File: src/rtl/flash_erase_seq.sv
`timescale 1ns/1ps
module flash_erase_seq #(
  parameter int HALF_DIV    = 2,
  parameter int GAP_SCK     = 2,
  parameter int POLL_LIMIT  = 8,
  parameter int SECTOR_LOG2 = 12,
  parameter int BLOCK_LOG2  = 15
) (
  input  logic        clk,
  input  logic        rst_n,
  input  logic        start,
  input  logic        erase_big,
  input  logic [23:0] erase_addr,
  output logic        flash_sck,
  output logic        flash_cs_n,
  output logic        flash_mosi,
  input  logic        flash_miso,
  output logic        busy,
  output logic        done,
  output logic        timeout
);
  localparam int DW     = (HALF_DIV > 1) ? $clog2(HALF_DIV) : 1;
  localparam int GAP_T  = 2 * GAP_SCK;
  localparam int GW     = $clog2(GAP_T + 1);
  localparam int PW     = $clog2(POLL_LIMIT + 1);
  localparam logic [23:0] SEC_MASK = ~((24'd1 << SECTOR_LOG2) - 24'd1);
  localparam logic [23:0] BLK_MASK = ~((24'd1 << BLOCK_LOG2) - 24'd1);
  localparam logic [7:0] OP_WEN  = 8'h06;
  localparam logic [7:0] OP_STAT = 8'h05;
  localparam logic [7:0] OP_SEC  = 8'h20;
  localparam logic [7:0] OP_BLK  = 8'h52;

  typedef enum logic [1:0] {S_IDLE, S_SHIFT, S_GAP} st_t;
  typedef enum logic [1:0] {P_WEN, P_ERASE, P_POLL} ph_t;

  st_t         st;
  ph_t         ph;
  logic [DW-1:0] div;
  logic [GW-1:0] gapc;
  logic [PW-1:0] pc;
  logic [5:0]  bitn, len;
  logic [31:0] sr, eword;
  logic [7:0]  rx;
  logic        sck, cs_n;

  wire tick = (div == DW'(HALF_DIV - 1));

  assign flash_sck  = sck;
  assign flash_cs_n = cs_n;
  assign flash_mosi = !cs_n && sr[31];
  assign busy       = (st != S_IDLE);

  always_ff @(posedge clk) begin
    if (!rst_n) begin
      st      <= S_IDLE;
      ph      <= P_WEN;
      div     <= '0;
      gapc    <= '0;
      pc      <= '0;
      bitn    <= '0;
      len     <= '0;
      sr      <= '0;
      eword   <= '0;
      rx      <= '0;
      sck     <= 1'b0;
      cs_n    <= 1'b1;
      done    <= 1'b0;
      timeout <= 1'b0;
    end else begin
      done <= 1'b0;
      if (st == S_IDLE) begin
        div <= '0;
        if (start) begin
          eword   <= erase_big ? {OP_BLK, erase_addr & BLK_MASK}
                               : {OP_SEC, erase_addr & SEC_MASK};
          sr      <= {OP_WEN, 24'h0};
          len     <= 6'd8;
          bitn    <= '0;
          ph      <= P_WEN;
          timeout <= 1'b0;
          cs_n    <= 1'b0;
          sck     <= 1'b0;
          st      <= S_SHIFT;
        end
      end else begin
        div <= tick ? '0 : div + DW'(1);
        if (tick) begin
          case (st)
            S_SHIFT: begin
              if (!sck) begin
                sck <= 1'b1;
                rx  <= {rx[6:0], flash_miso};
              end else begin
                sck <= 1'b0;
                sr  <= {sr[30:0], 1'b0};
                if (bitn == len - 6'd1) begin
                  cs_n <= 1'b1;
                  gapc <= '0;
                  st   <= S_GAP;
                end else begin
                  bitn <= bitn + 6'd1;
                end
              end
            end
            S_GAP: begin
              if (gapc == GW'(GAP_T - 1)) begin
                gapc <= '0;
                bitn <= '0;
                case (ph)
                  P_WEN: begin
                    sr   <= eword;
                    len  <= 6'd32;
                    ph   <= P_ERASE;
                    cs_n <= 1'b0;
                    st   <= S_SHIFT;
                  end
                  P_ERASE: begin
                    sr   <= {OP_STAT, 24'h0};
                    len  <= 6'd16;
                    ph   <= P_POLL;
                    pc   <= '0;
                    cs_n <= 1'b0;
                    st   <= S_SHIFT;
                  end
                  default: begin
                    if (!rx[0]) begin
                      done <= 1'b1;
                      st   <= S_IDLE;
                    end else if (pc == PW'(POLL_LIMIT - 1)) begin
                      timeout <= 1'b1;
                      done    <= 1'b1;
                      st      <= S_IDLE;
                    end else begin
                      pc   <= pc + PW'(1);
                      sr   <= {OP_STAT, 24'h0};
                      cs_n <= 1'b0;
                      st   <= S_SHIFT;
                    end
                  end
                endcase
              end else begin
                gapc <= gapc + GW'(1);
              end
            end
            default: st <= S_IDLE;
          endcase
        end
      end
    end
  end
endmodule


File: config.mk
export PLATFORM = sky130hd
export DESIGN_NAME = flash_erase_seq
export DESIGN_NICKNAME = d
export VERILOG_FILES = /design/src/rtl/flash_erase_seq.sv
export SDC_FILE = /design/constraint.sdc
export NUM_CORES = 1
export LEC_CHECK = 0
export BUFFER_PORTS_ARGS = -buffer_cell sky130_fd_sc_hd__buf_2
export CORE_ASPECT_RATIO = 1.75
export CORE_MARGIN = 2
export CORE_UTILIZATION = 40
export DETAILED_ROUTE_END_ITERATION = 7
export PLACE_DENSITY = 0.61
export SLEW_MARGIN = 15
export SYNTH_ARGS = -nofsm -noshare
export SYNTH_HDL_FRONTEND = slang
export SYNTH_SLANG_ARGS = --single-unit
File: constraint.sdc
create_clock -name clk -period 7.2 [get_ports clk]
set_input_delay 1.44 -clock clk [delete_from_list [all_inputs] [get_ports clk]]
set_output_delay 1.44 -clock clk [all_outputs]
set_load 0.005 [all_outputs]
==> out/qor.yml, run 1 <==
run_status:
  outcome: "completed"
cts:
  cts_buffers: 9
  clk_latency_ps: 330
  cts_hold_buffers: 0
  cts-root-to-sink-buffers: 2
  count_of_cells_resized_by_post_cts_repair: 0
  cts.root.buffer_cell: "sky130_fd_sc_hd__clkbuf_16"
  cts_tree: "built"
  h-tree-depth: 3
  cts_post_setup_buffers_inserted: 0
  clk_transition_reported_paths_ps: 50
  tritoncts_num_sinks: 58
power_and_ir_drop:
  fin_total_pwr_mw: 1.10
  p_sw_frac: 0.345
  power.net_switching_uw: 379
  power.internal_uw: 720
  seq_power_share: 0.355
  power.ir.vdd_worst_mv: 0.171
  share_clk_of_total_power: 0.365
  cellPowerDensity_nw_per_um2: 341
  total_leakage_power_nw: 1.20
  p_comb_frac: 0.280
route:
  ant_nets: 0
  drtIter0Drc: 80
  detailroute.via_count: 2492
  route.detailed.wl_per_inst_um: 14.3
  avgViaCountPerCell: 5.53
  wl_mm: 6.43
  post-route-drc-count: 0
  drtPass1Iterations: 4
sta:
  finalSetupViolCount: 0
  max_freq_mhz: 278
  final.setup_skew_ps: 5.53
  setup_repair_after_global_routing_missed_its_margin: "false"
  worst_slew_pin_slew_ps: 877
  tns_ps: 0
  final_critical_path_setup_slack_ps: 3600
  min_period_over_period: 0.499
  finalCriticalPeriod_ps: 3600
  finalHoldViolCount: 0
  slew_violations: 0
  timing.max_slew.rel_slack: 0.415
synth:
  avgSynthCellArea_sq_um: 8.02
  synth.cell_area_sq_um: 2800
  yosysUniqueCellTypes: 51
  synthCells: 349
  synth_net_count: 386
  post_synth_edffs: 0
  async_set_reset_flop_share_out_of_synthesis: 0
  ys_dominant_reg_cell: "sky130_fd_sc_hd__dfxtp_1"
  number_of_flip_flops_and_latches_in_the_synthesized_netlist: 58
  ys.warnings.count: 0
  share_of_synthesized_area_occupied_by_flip_flops_and_latches: 0.415
grt:
  grt_start_max_net_pins: 44
  grtUsageTotal: 0.189
  number_of_global_route_vias_before_repair: 2425
  grt-ovfl-total: 0
  grt_antenna_before_repair: 0
  grt_pass1_wl_mm: 11.0
worst_setup_path:
  crit_path_end: "sr[24]$_SDFFE_PN0P_"
  critical_path.endpoint_type: "register"
  critical-path-slowest-cell: "sky130_fd_sc_hd__ha_1"
  worst-setup-path-type: "reg -> reg"
  rr_startpoint: "st[0]$_SDFFE_PN0P_"
  startpoint: "st[0]$_SDFFE_PN0P_"
  critical_path_peak_fanout: 32
  max_stage_delay_ps: 740
  critPathLaunchType: "register"
  crit_path_cell_trace: "inv_1 > ha_1 > nand2_1 > o21a_1 > or4_4 > or4_1 > a21oi_1"
  r2r.worst_path.cells: 7
  r2r_setup_slack_ps: 3600
  required_ps: 7450
  crit_arrival_ps: 3850
  regToRegEndpoint: "sr[24]$_SDFFE_PN0P_"
floorplanning:
  core_area_sq_um: 6810
  die_x_um: 67.2
  die_area_sq_um: 7710
  vertical_die_dimension_um: 115
  initial_utilization: 0.411
  top_level_ports: 35
  rows: 40
run:
  cap_viol_max_count: 0
layout:
  drive_above_1_share: 0.120
  finish.cell_count_without_fillers: 451
  final_layout_net_count: 399
  layout.core_utilization: 0.473
  num_antenna_cells: 0
  fillerInstances: 719
  syn2layout_area_growth_pct: 15.0
placement:
  port_buffers: 22
  gp_congestion: 0.769
  post-place-ws_ps: 3500
  post-place-cells: 435
  half_perimeter_wire_length_after_detailed_placement_mm: 4.21
min_path:
  hold_class: "reg -> reg"
placed cells by master (no fill, tap or decap), types with 3 or more instances in the layout:
cell type                    n
sky130_fd_sc_hd__a211oi_1    3
sky130_fd_sc_hd__a21oi_1    55
sky130_fd_sc_hd__a31oi_1     3
sky130_fd_sc_hd__and2_1      3
sky130_fd_sc_hd__and3_1      4
sky130_fd_sc_hd__buf_2      22
sky130_fd_sc_hd__clkbuf_16   9
sky130_fd_sc_hd__clkbuf_8    3
sky130_fd_sc_hd__dfxtp_1    58
sky130_fd_sc_hd__ha_1        8
sky130_fd_sc_hd__inv_1      10
sky130_fd_sc_hd__nand2_1    58
sky130_fd_sc_hd__nand2b_1    3
sky130_fd_sc_hd__nand3_1    10
sky130_fd_sc_hd__nand3b_1    5
sky130_fd_sc_hd__nand4_1     3
sky130_fd_sc_hd__nor2_1     17
sky130_fd_sc_hd__nor2b_1    20
sky130_fd_sc_hd__nor3_1      7
sky130_fd_sc_hd__nor4_1      3
sky130_fd_sc_hd__o21a_1      3
sky130_fd_sc_hd__o21ai_0     6
sky130_fd_sc_hd__or3_1      15
sky130_fd_sc_hd__or4_1       5
cell families (layout without fill, tap and decap cells):
kind of cell / after synthesis / count (layout) / share of synthesized area
simple gates: 159 / 159 / 0.300
compound gates: 87 / 87 / 0.183
flops: 58 / 58 / 0.415
buf+inv: 33 / 51 / 0.0483
fa+ha+maj: 8 / 8 / 0.0358
xor+xnor: 3 / 3 / 0.0143
mux: 1 / 1 / 0.00402
worst max-delay path, delay by kind of cell (launching register included):
| family | cells | cell delay (ps) |
|---|---|---|
| and+or+nand+nor | 3 | 1870 |
| adders and majority gates | 1 | 740 |
| AOI/OAI and AO/OA | 2 | 460 |
| DFF | 1 | 340 |
| buffers and inverters | 1 | 110 |
synthesized netlist by cell type, drive strengths merged (4+ instances only):
master	count	area [sq um]
or4	6	48.8
buf	4	25.0
inv	10	37.5
nor3	7	35.0
and3	4	25.0
nand2	58	218
or3	15	93.8
a21oi	55	275
nor2b	20	125
dfxtp	58	1160
clkbuf	18	68.8
nand3b	5	37.5
ha	8	100
nor2	17	63.8
o21ai	6	30.0
nand3	10	50.1
final cells by class:
type,instances,area [sq um],share of cell area
Sequential cell,58,1160,0.361
Timing Repair Buffer,24,125,0.0389
Multi-Input combinational cell,258,1500,0.467
Inverter,11,41.3,0.0128
Tap cell,84,105,0.0326
Clock inverter,2,10.0,0.00311
Clock buffer,14,274,0.0851
power groups by stage:
| stage | clock network [mW] | logic (mW) | registers (mW) |
|---|---|---|---|
| detailed placement | 0 | 0.311 | 0.396 |
| global placement | 0 | 0.310 | 0.395 |
| CTS | 0.407 | 0.313 | 0.390 |
| global route | 0.419 | 0.351 | 0.395 |
| floorplan | 0 | 0.246 | 0.389 |
| finish | 0.401 | 0.308 | 0.390 |
metrics by stage:
step                hold slack (ps)  instance area (sq um)
detailed placement              433                   2940
CTS                             443                   3220
floorplan                       418                   2800
finish                          442                   3220
global placement                429                   2940
global route                    472                   3220
registers in the layout, summed over array words and instances, names as in the netlist, 2 cells and up:
| register | count |
|---|---|
| sr | 20 |
| st | 2 |
| len | 2 |
| bitn | 6 |
| eword | 14 |
| pc | 4 |
| gapc | 3 |
layer usage:
metal	vias to the layer above	GRT usage	wire length, um
met1	1185	0.207	2620
met4	0	0.102	131
met2	41	0.326	3500
met3	8	0.0433	177
met5	-	0	0
li1	1258	-	-
worst min path at each step:
stage                                     from                    to  slack [ps]  depth (start not counted)
after global routing       sr[24]$_SDFFE_PN0P_   sr[24]$_SDFFE_PN0P_         470                          2
after floorplan           gapc[2]$_SDFFE_PN0P_  gapc[2]$_SDFFE_PN0P_         420                          2
final                     gapc[2]$_SDFFE_PN0P_  gapc[2]$_SDFFE_PN0P_         440                          2
after global placement    gapc[2]$_SDFFE_PN0P_  gapc[2]$_SDFFE_PN0P_         430                          2
after CTS                 gapc[2]$_SDFFE_PN0P_  gapc[2]$_SDFFE_PN0P_         440                          2
after detailed placement  gapc[2]$_SDFFE_PN0P_  gapc[2]$_SDFFE_PN0P_         430                          2
No activity file was read; power rests on OpenSTA's default activity.
==> run 2: changes to the inputs <==
clock period = 3.65 ns   (was 7.2 ns; I/O delays follow)
==> run 2 against run 1 <==
  * Maximum frequency is 30% higher
  * Clock power is 96% higher
  * Global-route usage is 0.22 points higher
  * Core utilization is 0.33 points higher
  * Sequential share of layout area is 0.25 points lower
  * Register-to-register slack worse by 2700 ps
  * Die area stayed put
  * Sequential power is 97% higher
==> out/qor.yml, run 2 (synthesis gave the netlist of run 1 again) <==
run_status:
  outcome: "completed"
layout:
  largest_register_ff_count: 20
  syn2layout_area_growth_pct: 15.8
  fillerInstances: 704
  drive_above_1_share: 0.127
  multiInputGateArea_sq_um: 1500
  largest_register: "sr"
  layout_common_cells: "sky130_fd_sc_hd__nand2_1 (58), sky130_fd_sc_hd__dfxtp_1 (58), sky130_fd_sc_hd__a21oi_1 (55)"
  num_antenna_cells: 0
  final_layout_net_count: 402
  layout.core_utilization: 0.476
  largest_registers: "sr: 20 flops, eword: 14 flops, bitn: 6 flops"
  seqCellArea_sq_um: 1160
route:
  avgViaCountPerCell: 5.36
  detailroute.via_count: 2433
  route.detailed.wl_per_inst_um: 13.7
  drtPass1Iterations: 4
  ant_nets: 0
  drtIter0Drc: 143
  post-route-drc-count: 0
  wl_mm: 6.21
worst_setup_path:
  critical_path_peak_fanout: 32
  r2r.worst_path.cells: 7
  critical_path.endpoint_type: "register"
  crit_path_cell_trace: "inv_1 > ha_1 > nor2b_1 > nor3b_4 > or4_4 > or4_1 > a21oi_1"
  required_ps: 3910
  crit_arrival_ps: 3040
  rr_startpoint: "st[0]$_SDFFE_PN0P_"
  critPathLaunchType: "register"
  worst-setup-path-type: "reg -> reg"
  critical-path-slowest-cell: "sky130_fd_sc_hd__or4_4"
  r2r_setup_slack_ps: 870
  max_stage_delay_ps: 690
  regToRegEndpoint: "sr[24]$_SDFFE_PN0P_"
cts:
  cts_tree: "built"
  cts-root-to-sink-buffers: 2
  cts_post_setup_buffers_inserted: 0
  clk_transition_reported_paths_ps: 50
  tritoncts_num_sinks: 58
  h-tree-depth: 3
  cts_buffers: 9
  count_of_cells_resized_by_post_cts_repair: 0
  cts_hold_buffers: 0
  clk_latency_ps: 330
  cts.root.buffer_cell: "sky130_fd_sc_hd__clkbuf_16"
floorplanning:
  die_x_um: 67.2
  vertical_die_dimension_um: 115
  rows: 40
  initial_utilization: 0.411
  die_area_sq_um: 7710
  top_level_ports: 35
  core_area_sq_um: 6810
grt:
  grt_pass1_wl_mm: 11.0
  number_of_global_route_vias_before_repair: 2409
  grt_antenna_before_repair: 0
  grt_start_max_net_pins: 33
  grtUsageTotal: 0.191
  grt-ovfl-total: 0
min_path:
  hold_class: "reg -> reg"
  min_delay_path_depth: 2
  worstHoldStart: "gapc[2]$_SDFFE_PN0P_"
  endpoint_of_the_worst_hold_path: "gapc[2]$_SDFFE_PN0P_"
sta:
  finalHoldViolCount: 0
  max_freq_mhz: 360
  finalCriticalPeriod_ps: 2780
  setup_repair_after_global_routing_missed_its_margin: "false"
  tns_ps: 0
  slew_violations: 0
  timing.max_slew.rel_slack: 0.511
  min_period_over_period: 0.761
  finalSetupViolCount: 0
  worst_slew_pin_slew_ps: 729
  final.setup_skew_ps: 5.02
power_and_ir_drop:
  fin_total_pwr_mw: 2.19
  total_leakage_power_nw: 1.21
  cellPowerDensity_nw_per_um2: 674
  power.ir.vdd_worst_mv: 0.345
placement:
  half_perimeter_wire_length_after_detailed_placement_mm: 4.23
  gp_congestion: 0.770
  port_buffers: 22
run:
  cap_viol_max_count: 0
==> run 2: worst max-delay path by stage <==
stage                              from                   end  slack, ps
finish               st[0]$_SDFFE_PN0P_   sr[24]$_SDFFE_PN0P_        870
global route         st[0]$_SDFFE_PN0P_   sr[25]$_SDFFE_PN0P_        630
CTS                  st[0]$_SDFFE_PN0P_   sr[24]$_SDFFE_PN0P_        860
detailed placement   st[0]$_SDFFE_PN0P_   sr[24]$_SDFFE_PN0P_        890
global placement     st[0]$_SDFFE_PN0P_   sr[24]$_SDFFE_PN0P_        900
floorplan           len[4]$_SDFFE_PN0P_  bitn[5]$_SDFFE_PN0P_       1290
==> run 2: metal layers <==
layer  track usage  wire [um]  part of all wire  vias up
met5             0          0                 0        -
met4         0.113        226             0.036        0
met3        0.0590        270             0.043       18
met2         0.317       3130              0.50       41
met1         0.207       2580              0.42     1112
li1              -          -                 -     1262
==> run 2: area by class of cell <==
class | instances | share of cell area
Inverter | 11 | 0.0127
Timing Repair Buffer | 27 | 0.0455
Clock buffer | 14 | 0.0845
Clock inverter | 2 | 0.00309
Multi-Input combinational cell | 258 | 0.464
Tap cell | 84 | 0.0324
Sequential cell | 58 | 0.358
==> run 2: per-stage QoR <==
| step | instances | cell area [sq um] | worst slack (ps) | hold slack [ps] |
|---|---|---|---|---|
| after floorplan | 349 | 2800 | 1290 | 418 |
| after global placement | 438 | 2960 | 904 | 429 |
| after detailed placement | 438 | 2960 | 894 | 434 |
| after CTS | 454 | 3240 | 864 | 440 |
| after global routing | 454 | 3240 | 627 | 465 |
| final | 454 | 3240 | 874 | 442 |
==> run 2: critical path, delay by kind of cell (launching register included) <==
kind	cells	cell delay (ps)
compound gates	1	140
fa+ha+maj	1	440
buf+inv	1	120
flops	1	340
simple gates	4	1650
==> run 2: power by group <==
| group | internal (mW) | total, mW | switching [mW] |
|---|---|---|---|
| Sequential | 0.714 | 0.770 | 0.0557 |
| Combinational | 0.210 | 0.629 | 0.419 |
| Clock | 0.511 | 0.786 | 0.275 |
| Total | 1.44 | 2.19 | 0.750 |
==> run 3: changes to the inputs <==
ABC_AREA = 1   (was unset)
PLACE_DENSITY = 0.63   (was 0.61)
clock period = 2.5 ns   (was 3.65 ns; I/O delays follow)
==> run 3 against run 2 <==
  * First-iteration DRC count is 2.8% higher
  * Sequential cell count stayed put
  * Synthesized cell count increased by 19%
  * Sequential share of layout area down 0.069 points
  * Clock power rose by 31%
  * Via count increased by 7.9%
  * Sequential power is 71% higher
==> out/qor.yml, run 3 <==
floorplanning:
  rows: 40
  initial_utilization: 0.414
  top_level_ports: 35
  vertical_die_dimension_um: 115
  die_x_um: 67.7
  die_area_sq_um: 7810
  core_area_sq_um: 6860
layout:
  layout.core_utilization: 0.474
  syn2layout_area_growth_pct: 14.5
  mostFrequentLayoutCell: "sky130_fd_sc_hd__nand2_1"
  largest_register: "sr"
  largest_register_ff_count: 20
  largest_registers: "sr: 20 flops, eword: 14 flops, bitn: 6 flops"
  drive_above_1_share: 0.109
  final_layout_net_count: 474
  layout_common_cells: "sky130_fd_sc_hd__nand2_1 (97), sky130_fd_sc_hd__nor2_1 (88), sky130_fd_sc_hd__dfxtp_1 (58)"
  num_antenna_cells: 0
synth:
  synth_top_area_frac: 0.409
  avgSynthCellArea_sq_um: 6.83
  number_of_flip_flops_and_latches_in_the_synthesized_netlist: 58
  yosysUniqueCellTypes: 31
  synth.cell_area_sq_um: 2840
  synthCells: 415
  synth_net_count: 452
  ys_dominant_reg_cell: "sky130_fd_sc_hd__dfxtp_1"
  post_synth_most_frequent_cells: "sky130_fd_sc_hd__nand2_1 (97), sky130_fd_sc_hd__nor2_1 (89), sky130_fd_sc_hd__dfxtp_1 (58)"
  async_set_reset_flop_share_out_of_synthesis: 0
  synth.top_cells.by_area: "sky130_fd_sc_hd__dfxtp_1 (41%), sky130_fd_sc_hd__nand2_1 (13%), sky130_fd_sc_hd__nor2_1 (12%), sky130_fd_sc_hd__nand3_1 (5.5%), sky130_fd_sc_hd__o21ai_0 (4.9%)"
  post-synth-top-count-cell: "sky130_fd_sc_hd__nand2_1"
  ys.warnings.count: 0
  synth.largest_area_cell: "sky130_fd_sc_hd__dfxtp_1"
  post_synth_edffs: 0
  share_of_synthesized_area_occupied_by_flip_flops_and_latches: 0.409
placement:
  half_perimeter_wire_length_after_detailed_placement_mm: 4.65
  gp_congestion: 0.834
  port_buffers: 22
worst_setup_path:
  critical_path_peak_fanout: 31
  cp.buffers_inverters: 3
  critPathLaunchType: "register"
  crit_path_cell_trace: "inv_1 > ha_2 > inv_2 > nand3_1 > nand2_4 > nor2_8 > nand3_4 > inv_4 > nand2_1 > nand2_1 > nor2_1"
  dominant_delay_contributor_by_cell_family_on_the_critical_path: "simple AND/OR/NAND/NOR gates"
  path_common_cell: "sky130_fd_sc_hd__nand2_1"
  worst-setup-path-type: "reg -> reg"
  crit_arrival_ps: 2380
  max_stage_delay_ps: 330
  critical_path.endpoint_type: "register"
  required_ps: 2720
  critical-path-slowest-cell: "sky130_fd_sc_hd__dfxtp_1"
grt:
  grt-ovfl-total: 0
  grt_pass1_wl_mm: 11.2
  grt_antenna_before_repair: 0
  gr-usage-met1: 0.209
  number_of_global_route_vias_before_repair: 2501
  gr-usage-met2: 0.331
  grt_start_max_net_pins: 39
  top_usage_layer: "met2"
  grtUsageTotal: 0.192
  met3_usage: 0.0479
cts:
  clk_transition_reported_paths_ps: 50
  clk_latency_ps: 330
  cts_post_setup_buffers_inserted: 0
  tritoncts_num_sinks: 58
  cts_buffers: 9
  cts-root-to-sink-buffers: 2
  h-tree-depth: 3
  cts_hold_buffers: 0
  cts_tree: "built"
  cts.root.buffer_cell: "sky130_fd_sc_hd__clkbuf_16"
run_status:
  outcome: "completed"
sta:
  tns_ps: 0
  min_period_over_period: 0.864
  finalCriticalPeriod_ps: 2160
  final.setup_skew_ps: 5.30
  slew_violations: 0
  finalSetupViolCount: 0
  timing.max_slew.rel_slack: 0.647
  finalHoldViolCount: 0
  worst_slew_pin_slew_ps: 529
  whs_ps: 422
  setup_repair_after_global_routing_missed_its_margin: "false"
  max_freq_mhz: 463
min_path:
  hold_class: "in -> reg"
run:
  cap_viol_max_count: 0
power_and_ir_drop:
  cellPowerDensity_nw_per_um2: 1190
  total_leakage_power_nw: 1.39
  fin_total_pwr_mw: 3.87
  power.ir.vdd_worst_mv: 0.521
route:
  detailroute.via_count: 2626
  drtPass1Iterations: 5
  drtIter0Drc: 147
  route.detailed.wl_per_inst_um: 12.7
  ant_nets: 0
  avgViaCountPerCell: 5.02
  post-route-drc-count: 0
  wl_mm: 6.62
-- run 3: final timing paths --
path | start | endpoint | slack [ps] | cells past startpoint
setup reg to reg | st[0]$_SDFFE_PN0P_ | sr[17]$_SDFFE_PN0P_ | 340 | 11
setup / recovery | st[0]$_SDFFE_PN0P_ | sr[17]$_SDFFE_PN0P_ | 340 | 11
hold / removal | erase_addr[19] | eword[19]$_SDFFE_PN0P_ | 420 | 3
hold reg to reg | div$_SDFF_PP0_ | div$_SDFF_PP0_ | 450 | 1
-- run 3: kinds of logic (layout without fill, tap and decap cells) --
family | Yosys count | count (layout) | share of synthesized area
AO/OA/AOI/OAI | 67 | 67 | 0.131
XOR/XNOR | 3 | 3 | 0.00927
buffers and inverters | 49 | 73 | 0.0754
adder cells (fa/ha/maj) | 8 | 8 | 0.0353
flip-flops | 58 | 58 | 0.409
AND/OR/NAND/NOR | 230 | 230 | 0.339
-- run 3: area by class of cell --
class | count | area, sq um
Fill cell | 703 | 3610
Multi-Input combinational cell | 308 | 1470
Sequential cell | 58 | 1160
Clock buffer | 12 | 236
Timing Repair Buffer | 27 | 148
Inverter | 33 | 126
Tap cell | 84 | 105
Clock inverter | 1 | 5.00
-- run 3: where the power goes --
group	total [mW]	internal, mW	switching, mW	leakage (nW)
Sequential	1.32	1.18	0.144	0.475
Clock	1.03	0.649	0.386	0.118
Combinational	1.51	0.498	1.01	0.795
-- run 3: repair_timing --
action | in CTS | in global routing
endpoints found under the setup margin | 0 | 17
endpoints found under the hold margin | 0 | 0
gates resized for setup | 0 | 3
-- run 3: routing by layer --
metal  vias up  part of all wire
met5         -                 0
met3        11             0.041
li1       1376                 -
met2        46              0.53
met1      1193              0.41
met4         0             0.023
-- run 3: worst min-delay path: cells and delay by family --
kind / cells / cell delay, ps
AOI/OAI and AO/OA: 1 / 70
buffers and inverters: 1 / 70
and+or+nand+nor: 1 / 70
-- run 3: stage by stage --
stage	setup slack (ps)	std cells	area (sq um)
floorplan	765	415	2840
global placement	157	510	3000
detailed placement	119	510	3000
CTS	98.5	523	3240
global route	86.9	523	3250
finish	340	523	3250
